[config.mk]
export PLATFORM = sky130hd
export DESIGN_NAME = pmm_ctrl
export DESIGN_NICKNAME = d
export VERILOG_FILES = /design/src/rtl/pmm_pkg.sv /design/src/rtl/pmm_ctrl_reg.sv /design/src/rtl/pmm_src_switch.sv /design/src/rtl/pmm_mode_fsm.sv /design/src/rtl/pmm_ctrl.sv
export SDC_FILE = /design/constraint.sdc
export NUM_CORES = 1
export LEC_CHECK = 0
export ABC_AREA = 0
export BUFFER_PORTS_ARGS = -buffer_cell sky130_fd_sc_hd__buf_2
export CORE_MARGIN = 10
export CORE_UTILIZATION = 35
export CTS_CLUSTER_DIAMETER = 120
export DETAILED_ROUTE_END_ITERATION = 6
export PLACE_DENSITY = 0.74
export SLEW_MARGIN = 20
export SYNTH_ARGS = -nofsm -noshare
export SYNTH_HDL_FRONTEND = slang
export SYNTH_SLANG_ARGS = --single-unit
export TNS_END_PERCENT = 1
[constraint.sdc]
create_clock -name clk -period 1.8 [get_ports clk]
set_clock_uncertainty 0.1 [all_clocks]
set_input_delay 0 -clock clk [delete_from_list [all_inputs] [get_ports clk]]
set_output_delay 0 -clock clk [all_outputs]
set_load 0.03 [all_outputs]
[src/rtl/pmm_pkg.sv]
package pmm_pkg;
  localparam int SRC_W  = 2;
  localparam int MODE_W = 3;
  localparam int NSRC   = 3;

  typedef enum logic [SRC_W-1:0] {
    SRC_PRI = 2'd0,
    SRC_SEC = 2'd1,
    SRC_INT = 2'd2
  } src_e;

  typedef enum logic [1:0] {
    ST_RUN   = 2'd0,
    ST_IDLE  = 2'd1,
    ST_SLEEP = 2'd2,
    ST_WAKE  = 2'd3
  } pm_state_e;

  // select field to source: 00 primary, 01 secondary, 1x internal
  function automatic src_e sel_to_src(input logic [1:0] sel);
    if (sel[1])      return SRC_INT;
    else if (sel[0]) return SRC_SEC;
    else             return SRC_PRI;
  endfunction

  function automatic logic src_ready(input logic [NSRC-1:0] rdy, input src_e s);
    case (s)
      SRC_PRI: return rdy[0];
      SRC_SEC: return rdy[1];
      default: return rdy[2];
    endcase
  endfunction

  // 0 sleep/waiting, 1..3 run, 4..6 idle
  function automatic logic [MODE_W-1:0] mode_code(input pm_state_e st, input src_e s);
    case (st)
      ST_RUN:  return 3'd1 + {1'b0, s};
      ST_IDLE: return 3'd4 + {1'b0, s};
      default: return 3'd0;
    endcase
  endfunction
endpackage

[src/rtl/pmm_ctrl_reg.sv]
module pmm_ctrl_reg #(
  parameter int DATA_W   = 8,
  parameter int IDLE_POS = 7,
  parameter int SEL_LSB  = 0
) (
  input  logic              clk,
  input  logic              rst,
  input  logic              we,
  input  logic [DATA_W-1:0] wdata,
  output logic              idle_en,
  output logic [1:0]        sel
);
  localparam int SEL_MSB = SEL_LSB + 1;

  always_ff @(posedge clk) begin
    if (rst) begin
      idle_en <= 1'b0;
      sel     <= 2'b00;
    end else if (we) begin
      idle_en <= wdata[IDLE_POS];
      sel     <= wdata[SEL_MSB:SEL_LSB];
    end
  end


  reg_write_chk: assert property (@(posedge clk) disable iff (rst)
    we |=> (idle_en == $past(wdata[IDLE_POS])) && (sel == $past(wdata[SEL_MSB:SEL_LSB])));

  reg_hold_chk: assert property (@(posedge clk) disable iff (rst)
    !we |=> $stable(idle_en) && $stable(sel));
endmodule

[src/rtl/pmm_src_switch.sv]
module pmm_src_switch
  import pmm_pkg::*;
(
  input  logic            clk,
  input  logic            rst,
  input  logic            allow,
  input  src_e            req_src,
  input  logic [NSRC-1:0] rdy,
  output src_e            cur_src,
  output logic            req_ready,
  output logic            pending
);
  assign req_ready = src_ready(rdy, req_src);
  assign pending   = (req_src != cur_src);

  always_ff @(posedge clk) begin
    if (rst)                                 cur_src <= SRC_PRI;
    else if (allow && req_ready && pending)  cur_src <= req_src;
  end


  switch_only_ready_chk: assert property (@(posedge clk) disable iff (rst)
    (cur_src != $past(cur_src)) |-> ($past(req_ready) && cur_src == $past(req_src)));

  wait_not_ready_chk: assert property (@(posedge clk) disable iff (rst)
    (pending && !req_ready) |=> $stable(cur_src));

  src_legal_chk: assert property (@(posedge clk) disable iff (rst)
    cur_src != 2'd3);
endmodule

[src/rtl/pmm_mode_fsm.sv]
module pmm_mode_fsm
  import pmm_pkg::*;
(
  input  logic      clk,
  input  logic      rst,
  input  logic      sleep_exec,
  input  logic      wake,
  input  logic      idle_en,
  input  logic      req_ready,
  output pm_state_e state,
  output logic      allow_switch
);
  pm_state_e nxt;
  logic      in_low_power;
  logic      sleep_ev;
  logic      wake_ev;

  assign in_low_power = (state == ST_IDLE) || (state == ST_SLEEP);
  assign sleep_ev     = (state == ST_RUN) && sleep_exec;
  assign wake_ev      = in_low_power && wake;
  assign allow_switch = (state == ST_RUN) || (state == ST_WAKE) || wake_ev;

  always_comb begin
    nxt = state;
    case (state)
      ST_RUN:            if (sleep_exec) nxt = idle_en ? ST_IDLE : ST_SLEEP;
      ST_IDLE, ST_SLEEP: if (wake)       nxt = req_ready ? ST_RUN : ST_WAKE;
      default:           if (req_ready)  nxt = ST_RUN;
    endcase
  end

  always_ff @(posedge clk) begin
    if (rst) state <= ST_RUN;
    else     state <= nxt;
  end


  idle_entry_chk: assert property (@(posedge clk) disable iff (rst)
    (sleep_ev && idle_en) |=> state == ST_IDLE);

  sleep_entry_chk: assert property (@(posedge clk) disable iff (rst)
    (sleep_ev && !idle_en) |=> state == ST_SLEEP);

  wake_ready_chk: assert property (@(posedge clk) disable iff (rst)
    (wake_ev && req_ready) |=> state == ST_RUN);

  run_wake_ignored_chk: assert property (@(posedge clk) disable iff (rst)
    (state == ST_RUN && !sleep_exec) |=> state == ST_RUN);

  lowpower_sleep_ignored_chk: assert property (@(posedge clk) disable iff (rst)
    (in_low_power && !wake) |=> $stable(state));
endmodule

[src/rtl/pmm_ctrl.sv]
module pmm_ctrl
  import pmm_pkg::*;
#(
  parameter int DATA_W   = 8,
  parameter int IDLE_POS = 7,
  parameter int SEL_LSB  = 0
) (
  input  logic              clk,
  input  logic              rst,
  input  logic              reg_we,
  input  logic [DATA_W-1:0] reg_wdata,
  input  logic              sleep_exec,
  input  logic              wake,
  input  logic              pri_rdy,
  input  logic              sec_rdy,
  input  logic              int_rdy,
  output logic              cpu_clk_en,
  output logic              per_clk_en,
  output logic [SRC_W-1:0]  src_sel,
  output logic [MODE_W-1:0] mode,
  output logic              switch_pending
);
  logic            idle_en;
  logic [1:0]      sel_field;
  src_e            req_src;
  src_e            cur_src;
  logic            req_ready;
  logic            allow_switch;
  pm_state_e       state;
  logic [NSRC-1:0] rdy_vec;

  assign rdy_vec = {int_rdy, sec_rdy, pri_rdy};
  assign req_src = sel_to_src(sel_field);

  pmm_ctrl_reg #(.DATA_W(DATA_W), .IDLE_POS(IDLE_POS), .SEL_LSB(SEL_LSB)) u_reg (
    .clk(clk), .rst(rst), .we(reg_we), .wdata(reg_wdata),
    .idle_en(idle_en), .sel(sel_field)
  );

  pmm_src_switch u_sw (
    .clk(clk), .rst(rst), .allow(allow_switch), .req_src(req_src), .rdy(rdy_vec),
    .cur_src(cur_src), .req_ready(req_ready), .pending(switch_pending)
  );

  pmm_mode_fsm u_fsm (
    .clk(clk), .rst(rst), .sleep_exec(sleep_exec), .wake(wake), .idle_en(idle_en),
    .req_ready(req_ready), .state(state), .allow_switch(allow_switch)
  );

  assign cpu_clk_en = (state == ST_RUN);
  assign per_clk_en = (state == ST_RUN) || (state == ST_IDLE);
  assign src_sel    = cur_src;
  assign mode       = mode_code(state, cur_src);


  mode_legal_chk: assert property (@(posedge clk) disable iff (rst)
    mode != 3'd7);

  cpu_needs_per_chk: assert property (@(posedge clk) disable iff (rst)
    cpu_clk_en |-> per_clk_en);

  run_code_chk: assert property (@(posedge clk) disable iff (rst)
    cpu_clk_en |-> (mode >= 3'd1 && mode <= 3'd3));

  reset_state_chk: assert property (@(posedge clk)
    $past(rst) |-> (mode == 3'd1 && src_sel == 2'd0 && !switch_pending));
endmodule

==> results of run 1 <==
-- power groups by stage --
| stage | logic (mW) | clock network [mW] | registers, mW |
|---|---|---|---|
| 2_1_floorplan | 0.299 | 0 | 0.197 |
| 3_3_place_gp | 0.396 | 0 | 0.197 |
| 3_5_place_dp | 0.400 | 0 | 0.199 |
| 4_1_cts | 0.415 | 0.144 | 0.196 |
| 5_1_grt | 0.444 | 0.153 | 0.201 |
| 6_report | 0.409 | 0.135 | 0.198 |
-- timing repair --
action                                  in CTS  in global routing
resized for setup                            0                  1
endpoints found under the setup margin       0                  2
endpoints found under the hold margin        5                  0
hold buffers                                 7                  0
-- flip-flops by register name, indices dropped and copies added (netlist names) --
| name | cells |
|---|---|
| u_reg.idle_en | 1 |
| u_fsm.state | 2 |
| u_sw.cur_src | 2 |
| u_reg.sel | 2 |
-- cell families after synthesis --
logic type	Yosys count	share of synthesized area, %
compound gates	9	14.8
fa+ha+maj	4	10.4
buf+inv	4	3.12
mux	7	18.2
simple gates	16	24.2
flops	7	29.2
-- worst min-delay path by stage --
stage / from / endpoint / depth (start not counted)
2_1_floorplan: reg_wdata[7] / u_reg.idle_en$_SDFFE_PP0P_ / 2
3_3_place_gp: reg_wdata[7] / u_reg.idle_en$_SDFFE_PP0P_ / 3
3_5_place_dp: reg_wdata[1] / u_reg.sel[1]$_SDFFE_PP0P_ / 3
4_1_cts: sleep_exec / u_fsm.state[1]$_SDFFE_PP0P_ / 4
5_1_grt: sleep_exec / u_fsm.state[0]$_SDFFE_PP0P_ / 4
6_report: sleep_exec / u_fsm.state[0]$_SDFFE_PP0P_ / 4
-- cells in the final DEF, fill, tap and decap left out, types with 2 or more instances in the layout --
cell,instances
dfxtp_1,5
nand2b_1,2
dfxtp_2,2
inv_1,3
clkbuf_4,3
nor2_1,3
ha_1,4
mux2i_1,5
o32ai_1,2
buf_2,18
dlygate4sd3_1,7
-- metrics by stage --
step | setup TNS [ns] | hold slack, ns | worst slack (ns)
floorplan | 0 | 0.0472 | 0.0591
global placement | 0 | 0.131 | 0.0932
detailed placement | 0 | 0.142 | 0.0572
CTS | 0 | 0.0661 | 0.0497
global route | -0.00573 | 0.112 | -0.00573
finish | 0 | 0.0763 | 0.0872
-- cell type report --
| class | instances | area (sq um) |
|---|---|---|
| inverters | 3 | 11.3 |
| clock buffers | 4 | 26.3 |
| repair buffers | 26 | 168 |
| flip-flops and latches | 7 | 143 |
| fillers | 128 | 603 |
| multi-input cells | 36 | 332 |
| well taps | 15 | 18.8 |
-- per-layer routing --
layer	track usage [%]	routed length (um)	vias up	part of all wire [%]
met4	5.03	6	0	0.55
met5	0	0	-	0
met3	2.88	105	2	9.7
met1	6.78	465	204	43
met2	10.7	505	12	47
li1	-	-	232	-
-- worst max-delay path, stage by stage (launching register included) --
cell and delay (ns):
dfxtp_2 0.34, inv_1 0.06, ha_1 0.31, nor2b_1 0.15
o21bai_1 0.18, or3_1 0.33, o32ai_1 0.13
==> impl_metrics.ini, run 1 <==
[setup_path]
regToRegStartpoint = u_fsm.state[0]$_SDFFE_PP0P_
critPathArrivalTime_ns = 1.75
worstSetupPathType = reg -> reg
endpoint = u_fsm.state[0]$_SDFFE_PP0P_
crit_required_ns = 1.84
critPathCaptureType = flop
reg2reg_to = u_fsm.state[0]$_SDFFE_PP0P_
rrSetupSlack_ns = 0.09
startpoint_type = flop
crit_start = u_fsm.state[0]$_SDFFE_PP0P_
critPathMaxFanout = 3
worstRegToRegCells = 6

[global_route]
antenna_found_initial = 0
grt_usage_pct = 6.70
grt_max_degree = 11
grt_pass1_vias = 470
grt_pass1_wl_mm = 1.84
gr-total-overflow = 0

[drt]
drt-initial-drc-count = 5
ant_nets = 0
drt-total-wl_mm = 1.08
first_pass_iters = 4
routed_via_density = 4.95
wl_per_cell_um = 11.9
vias = 450
drcViolationCount = 0

[yosys]
async_flop_share_pct = 0
synth-edff-count = 0
synthTopCellsByArea = dfxtp_1 29%, ha_1 10%, mux2i_1 10%
synth.most_common_cell = dfxtp_1
yosys-top-cells-count = 7 x dfxtp_1, 5 x mux2i_1, 4 x ha_1, 3 x inv_1, 3 x nor2_1
synth_flop_cell = dfxtp_1
syn-num-nets = 67
synthCells = 47
yosys_warnings = 0
yosysTopAreaCell = dfxtp_1
ys_seq_area_share_pct = 29.2
ys_types = 28
syn_area_sq_um = 480
post_synth.cell_area_avg_sq_um = 10.2
synth_top_area_share_pct = 29.2
synth_seq_cells = 7

[clock_tree]
cts-root-buf = clkbuf_4
cts_sinks = 7
cts_tree = yes
htreeDepth = 1
worstSkewPairLatency_ns = 0.24
cts.path.max_buffers = 2
cts_buffers = 3
post_cts_buffers = 0
path_clk_slew_ns = 0.05

[power_and_ir_drop]
switchingPower_mw = 0.313
ir_drop_uv = 524
power.share.sequential_pct = 26.6
p_int_mw = 0.429
powerDensity_mw_per_mm2 = 1060
power_frac_comb_pct = 55.1
switching_share_pct = 42.2
p_clk_share_pct = 18.2
cellLeakagePower_nw = 0.325
total_power_mw = 0.742

[cells_and_area]
final_cell_area_sq_um = 698
finalNonFillerCells = 91
utilization_pct = 53.7
layout.nets = 97
syn_to_final_growth_pct = 45.3
layout-drive-gt1-share_pct = 39.5
num_antenna_cells = 0

[floorplan]
start_util_pct = 36.9
ios = 24
core_area_sq_mm = 0.00130
die-area_sq_mm = 0.00325
num_rows = 13
die_h_um = 57.1
die_w_um = 57.1

[placed_design]
port_buffers = 18
placed_cells = 80
routabilityCongestion = 0.733
placed_area_sq_um = 601
dp_hpwl_um = 859

[sta]
finalCritPeriodShare_pct = 95.2
maxSlewViolCount = 0
timing_hold_violations_final = 0
fmax_mhz = 584
setup_violations = 0
rsz0062_at_grt = true
tightest_slew_ns = 0.472
relSlewSlack_pct = 68.1
finalCriticalPeriod_ns = 1.71

[worst_hold_path]
hold_class = in -> reg

[outcome]
status = finished clean

[flow_run]
cap_violations = 0
Note: power is estimated with default switching activity, not from simulation.
==> run 2: changes to the inputs <==
--- a/config.mk
+++ b/config.mk
@@ -7,11 +7,13 @@
 export LEC_CHECK = 0
 export ABC_AREA = 0
 export BUFFER_PORTS_ARGS = -buffer_cell sky130_fd_sc_hd__buf_2
+export CELL_PAD_IN_SITES_DETAIL_PLACEMENT = 0
+export CELL_PAD_IN_SITES_GLOBAL_PLACEMENT = 1
 export CORE_MARGIN = 10
-export CORE_UTILIZATION = 35
+export CORE_UTILIZATION = 31
 export CTS_CLUSTER_DIAMETER = 120
 export DETAILED_ROUTE_END_ITERATION = 6
-export PLACE_DENSITY = 0.74
+export PLACE_DENSITY = 0.85
 export SLEW_MARGIN = 20
 export SYNTH_ARGS = -nofsm -noshare
 export SYNTH_HDL_FRONTEND = slang
==> impl_metrics.ini, run 2 (synthesis results as in run 1) <==
[cells_and_area]
final_cell_mix = 18 x buf_2, 7 x dlygate4sd3_1, 5 x mux2i_1, 5 x dfxtp_1, 4 x ha_1
layout.nets = 97
layout-drive-gt1-share_pct = 39.5
num_antenna_cells = 0
syn_to_final_growth_pct = 45.6
finalNonFillerCells = 92
reg_top3 = u_fsm.state (2), u_reg.sel (2), u_sw.cur_src (2)
fill_cells = 142
mostFrequentLayoutCell = buf_2

[floorplan]
ios = 24
die-area_sq_mm = 0.00352
core_area_sq_mm = 0.00149
start_util_pct = 32.3
die_w_um = 59.4
num_rows = 14
die_h_um = 59.4

[global_route]
grt_pass1_vias = 481
grt_usage_pct = 7.02
antenna_found_initial = 0
grt_pass1_wl_mm = 1.98
grt_max_degree = 11
gr-total-overflow = 0

[drt]
vias = 447
drcViolationCount = 0
wl_per_cell_um = 12.2
first_pass_iters = 4
ant_nets = 0
drt-initial-drc-count = 6
drt-total-wl_mm = 1.12
routed_via_density = 4.86

[sta]
relSlewSlack_pct = 66.4
fmax_mhz = 590
finalCriticalPeriod_ns = 1.70
finalCritPeriodShare_pct = 94.2
tightest_slew_ns = 0.500
rsz0062_at_grt = false
maxSlewViolCount = 0
setup_ws_ns = 0.104
setup_violations = 0
timing_hold_violations_final = 0
setup_tns_ns = 0

[setup_path]
reg2reg_to = u_fsm.state[0]$_SDFFE_PP0P_
worstSetupPathType = reg -> reg
critPathMaxFanout = 3
regToRegStartpoint = u_fsm.state[0]$_SDFFE_PP0P_
rrSetupSlack_ns = 0.10
crit_slowest_cell = dfxtp_2
max_stage_delay_ns = 0.34
critPathArrivalTime_ns = 1.74
crit_chain = inv_1 -> ha_1 -> nor2b_1 -> o21bai_1 -> or3_1 -> o32ai_1
critPathCaptureType = flop
worstRegToRegCells = 6
startpoint_type = flop
crit_required_ns = 1.84

[worst_hold_path]
min_from = sleep_exec
hold-path-cell-count = 4
hold_class = in -> reg
whs_endpoint = u_fsm.state[0]$_SDFFE_PP0P_

[power_and_ir_drop]
cellLeakagePower_nw = 0.325
powerDensity_mw_per_mm2 = 1060
ir_drop_uv = 501

[clock_tree]
cts_tree = yes
path_clk_slew_ns = 0.05
cts-root-buf = clkbuf_4
cts_buffers = 3
worstSkewPairLatency_ns = 0.24
htreeDepth = 1
cts_sinks = 7
cts.path.max_buffers = 2

[placed_design]
placed_cells = 81
dp_hpwl_um = 892
dpl_worst_slack_ns = 0.0809
port_buffers = 18
routabilityCongestion = 0.714

[flow_run]
cap_violations = 0

[outcome]
status = finished clean
==> run 2: cell counts in the layout (fill, tap and decap cells not counted) <==
Identical to the previous run, type by type.
==> run 2: critical path: cells and delay by family, from the launching register on <==
kind | cells | cell delay (ns)
compound gates | 2 | 0.30
buf+inv | 1 | 0.06
flops | 1 | 0.34
simple gates | 2 | 0.49
fa+ha+maj | 1 | 0.31
==> run 2: timing repair <==
action / in CTS / in global routing
hold buffers: 7 / 0
setup buffers: 0 / 0
resized for setup: 0 / 1
endpoints found under the setup margin: 0 / 2
endpoints found under the hold margin: 5 / 0
==> run 2: how the worst max path moves through the flow <==
stage | from | endpoint | slack, ns | cells after the start
global placement | u_fsm.state[0]$_SDFFE_PP0P_ | u_fsm.state[1]$_SDFFE_PP0P_ | 0.09 | 6
CTS | u_fsm.state[0]$_SDFFE_PP0P_ | u_fsm.state[1]$_SDFFE_PP0P_ | 0.07 | 6
finish | u_fsm.state[0]$_SDFFE_PP0P_ | u_fsm.state[0]$_SDFFE_PP0P_ | 0.10 | 6
global route | u_fsm.state[0]$_SDFFE_PP0P_ | u_fsm.state[0]$_SDFFE_PP0P_ | 0.01 | 6
detailed placement | u_fsm.state[0]$_SDFFE_PP0P_ | u_fsm.state[1]$_SDFFE_PP0P_ | 0.08 | 6
floorplan | u_sw.cur_src[1]$_SDFFE_PP0P_ | u_sw.cur_src[0]$_SDFFE_PP0P_ | 0.06 | 4
==> run 2: metrics by stage <==
step / power [mW] / utilization (%) / area [sq um] / hold slack, ns
floorplan: 0.495 / - / 488 / 0.0472
global placement: 0.595 / 40.4 / 602 / 0.131
detailed placement: 0.599 / 40.4 / 602 / 0.141
CTS: 0.754 / 46.9 / 698 / 0.0651
global route: 0.801 / 47.0 / 699 / 0.0989
finish: 0.742 / 47.0 / 699 / 0.0653
==> run 2: final cells by class <==
cell class                      count  area, sq um  share of cell area, %
Clock buffer                        4         26.3                   3.76
Inverter                            3         11.3                   1.61
Multi-Input combinational cell     36          332                   47.4
Sequential cell                     7          143                   20.4
Tap cell                           16         20.0                   2.86
Timing Repair Buffer               26          168                   24.0
==> run 2: power by group <==
| group | leakage, nW | internal [mW] | switching, mW | total, mW |
|---|---|---|---|---|
| Clock | 0.0150 | 0.0841 | 0.0502 | 0.134 |
| Sequential | 0.0583 | 0.178 | 0.0192 | 0.197 |
| Combinational | 0.252 | 0.166 | 0.244 | 0.410 |
| Total | 0.325 | 0.429 | 0.314 | 0.742 |
==> run 2: routing by layer <==
layer	up-vias	track usage [%]	part of all wire [%]
met5	-	0	0
met4	0	3.93	0
met3	0	2.58	8.9
met2	14	11.3	47
met1	201	7.71	44
li1	232	-	-
==> run 3: changes to the inputs <==
--- a/config.mk
+++ b/config.mk
@@ -13,7 +13,7 @@
 export CORE_UTILIZATION = 31
 export CTS_CLUSTER_DIAMETER = 120
 export DETAILED_ROUTE_END_ITERATION = 6
-export PLACE_DENSITY = 0.85
+export PLACE_DENSITY_LB_ADDON = 0.3
 export SLEW_MARGIN = 20
 export SYNTH_ARGS = -nofsm -noshare
 export SYNTH_HDL_FRONTEND = slang
==> impl_metrics.ini, run 3 (synthesis results as in run 1) <==
[outcome]
status = finished clean

[worst_hold_path]
hold-path-cell-count = 4
min_from = sleep_exec
hold_class = in -> reg
whs_endpoint = u_fsm.state[0]$_SDFFE_PP0P_

[power_and_ir_drop]
p_int_mw = 0.429
total_power_mw = 0.745
power.share.sequential_pct = 26.2
cellLeakagePower_nw = 0.325
p_clk_share_pct = 18.9
switchingPower_mw = 0.316
ir_drop_uv = 509
switching_share_pct = 42.4
powerDensity_mw_per_mm2 = 1070
power_frac_comb_pct = 54.9

[sta]
setup_tns_ns = 0
finalCritPeriodShare_pct = 93.1
timing_hold_violations_final = 0
setup_violations = 0
fmax_mhz = 597
maxSlewViolCount = 0
relSlewSlack_pct = 68.4
rsz0062_at_grt = false
finalCriticalPeriod_ns = 1.68
whs_ns = 0.0536
tightest_slew_ns = 0.468

[clock_tree]
worstSkewPairLatency_ns = 0.24
cts.path.max_buffers = 2
cts_sinks = 7
cts-root-buf = clkbuf_4
cts_tree = yes
htreeDepth = 1
cts_buffers = 3
path_clk_slew_ns = 0.05

[drt]
wl_met3_um = 149
top_layer = met4
first_pass_iters = 4
vias = 433
dr_wl_met2_um = 392
drt-initial-drc-count = 6
drt-total-wl_mm = 1.10
wl_per_cell_um = 11.9
wl_met1_um = 543
ant_nets = 0
routed_via_density = 4.71
drcViolationCount = 0

[flow_run]
cap_violations = 0

[floorplan]
core_area_sq_mm = 0.00149
num_rows = 14
start_util_pct = 32.3
die-area_sq_mm = 0.00352
die_h_um = 59.4
die_w_um = 59.4
ios = 24

[setup_path]
rrSetupSlack_ns = 0.12
worstRegToRegCells = 6
worstSetupPathType = reg -> reg
critPathMaxFanout = 3
reg2reg_to = u_fsm.state[0]$_SDFFE_PP0P_
regToRegStartpoint = u_fsm.state[0]$_SDFFE_PP0P_
crit_start = u_fsm.state[0]$_SDFFE_PP0P_
crit_required_ns = 1.85
critPathCaptureType = flop
startpoint_type = flop
critPathArrivalTime_ns = 1.72

[cells_and_area]
layout-drive-gt1-share_pct = 39.5
num_antenna_cells = 0
reg_top3 = u_fsm.state (2), u_reg.sel (2), u_sw.cur_src (2)
syn_to_final_growth_pct = 45.6
fill_cells = 147
mostFrequentLayoutCell = buf_2
final_cell_mix = 18 x buf_2, 7 x dlygate4sd3_1, 5 x mux2i_1, 5 x dfxtp_1, 4 x ha_1
finalNonFillerCells = 92
layout.nets = 97

[placed_design]
port_buffers = 18
placed_cells = 81
routabilityCongestion = 0.679
dp_hpwl_um = 862

[global_route]
grt_pass1_vias = 451
grt_max_degree = 11
grt_pass1_wl_mm = 1.84
grt_usage_pct = 6.47
gr-total-overflow = 0
antenna_found_initial = 0
-- run 3: cell counts in the layout (fill, tap and decap cells not counted) --
Identical to the previous run, type by type.
-- run 3: worst max path at each step --
| stage | to |
|---|---|
| CTS | u_fsm.state[0]$_SDFFE_PP0P_ |
| global placement | u_fsm.state[1]$_SDFFE_PP0P_ |
| global route | u_fsm.state[0]$_SDFFE_PP0P_ |
| finish | u_fsm.state[0]$_SDFFE_PP0P_ |
| detailed placement | u_fsm.state[0]$_SDFFE_PP0P_ |
| floorplan | u_sw.cur_src[0]$_SDFFE_PP0P_ |
-- run 3: final cells by class --
class / count / area, sq um / area share, %
well taps: 16 / 20.0 / 2.86
repair buffers: 26 / 168 / 24.0
inverters: 3 / 11.3 / 1.61
clock buffers: 4 / 26.3 / 3.76
flip-flops and latches: 7 / 143 / 20.4
multi-input cells: 36 / 332 / 47.4
-- run 3: worst max-delay path, cell delays in order, from the launching register on --
cell and delay [ns]:
dfxtp_2 0.33, inv_1 0.05, ha_1 0.31, nor2b_1 0.15, o21bai_1 0.17, or3_1 0.34
o32ai_1 0.12
-- run 3: routing by layer --
metal / vias up / global-route usage, %
li1: 233 / -
met1: 180 / 8.10
met2: 18 / 8.47
met3: 2 / 3.86
met4: 0 / 2.95
met5: - / 0
-- run 3: metrics by stage --
step	setup slack (ns)	area, sq um	utilization (%)
after floorplan	0.0591	488	-
after global placement	0.0947	602	40.4
after detailed placement	0.0970	602	40.4
after CTS	0.0799	698	46.9
after global routing	0.0132	699	47.0
final	0.125	699	47.0
-- run 3: repair_timing --
| item | in CTS | in global routing |
|---|---|---|
| gates resized for setup | 0 | 1 |
| setup buffers | 0 | 0 |
| endpoints found under the hold margin | 5 | 0 |
| hold buffers | 7 | 0 |
| endpoints found under the setup margin | 0 | 2 |
-- run 3: power groups by stage --
stage | registers (mW) | clock network [mW] | logic [mW]
6_report | 0.196 | 0.141 | 0.409
5_1_grt | 0.199 | 0.157 | 0.450
2_1_floorplan | 0.197 | 0 | 0.299
3_5_place_dp | 0.198 | 0 | 0.401
4_1_cts | 0.194 | 0.146 | 0.416
3_3_place_gp | 0.197 | 0 | 0.400
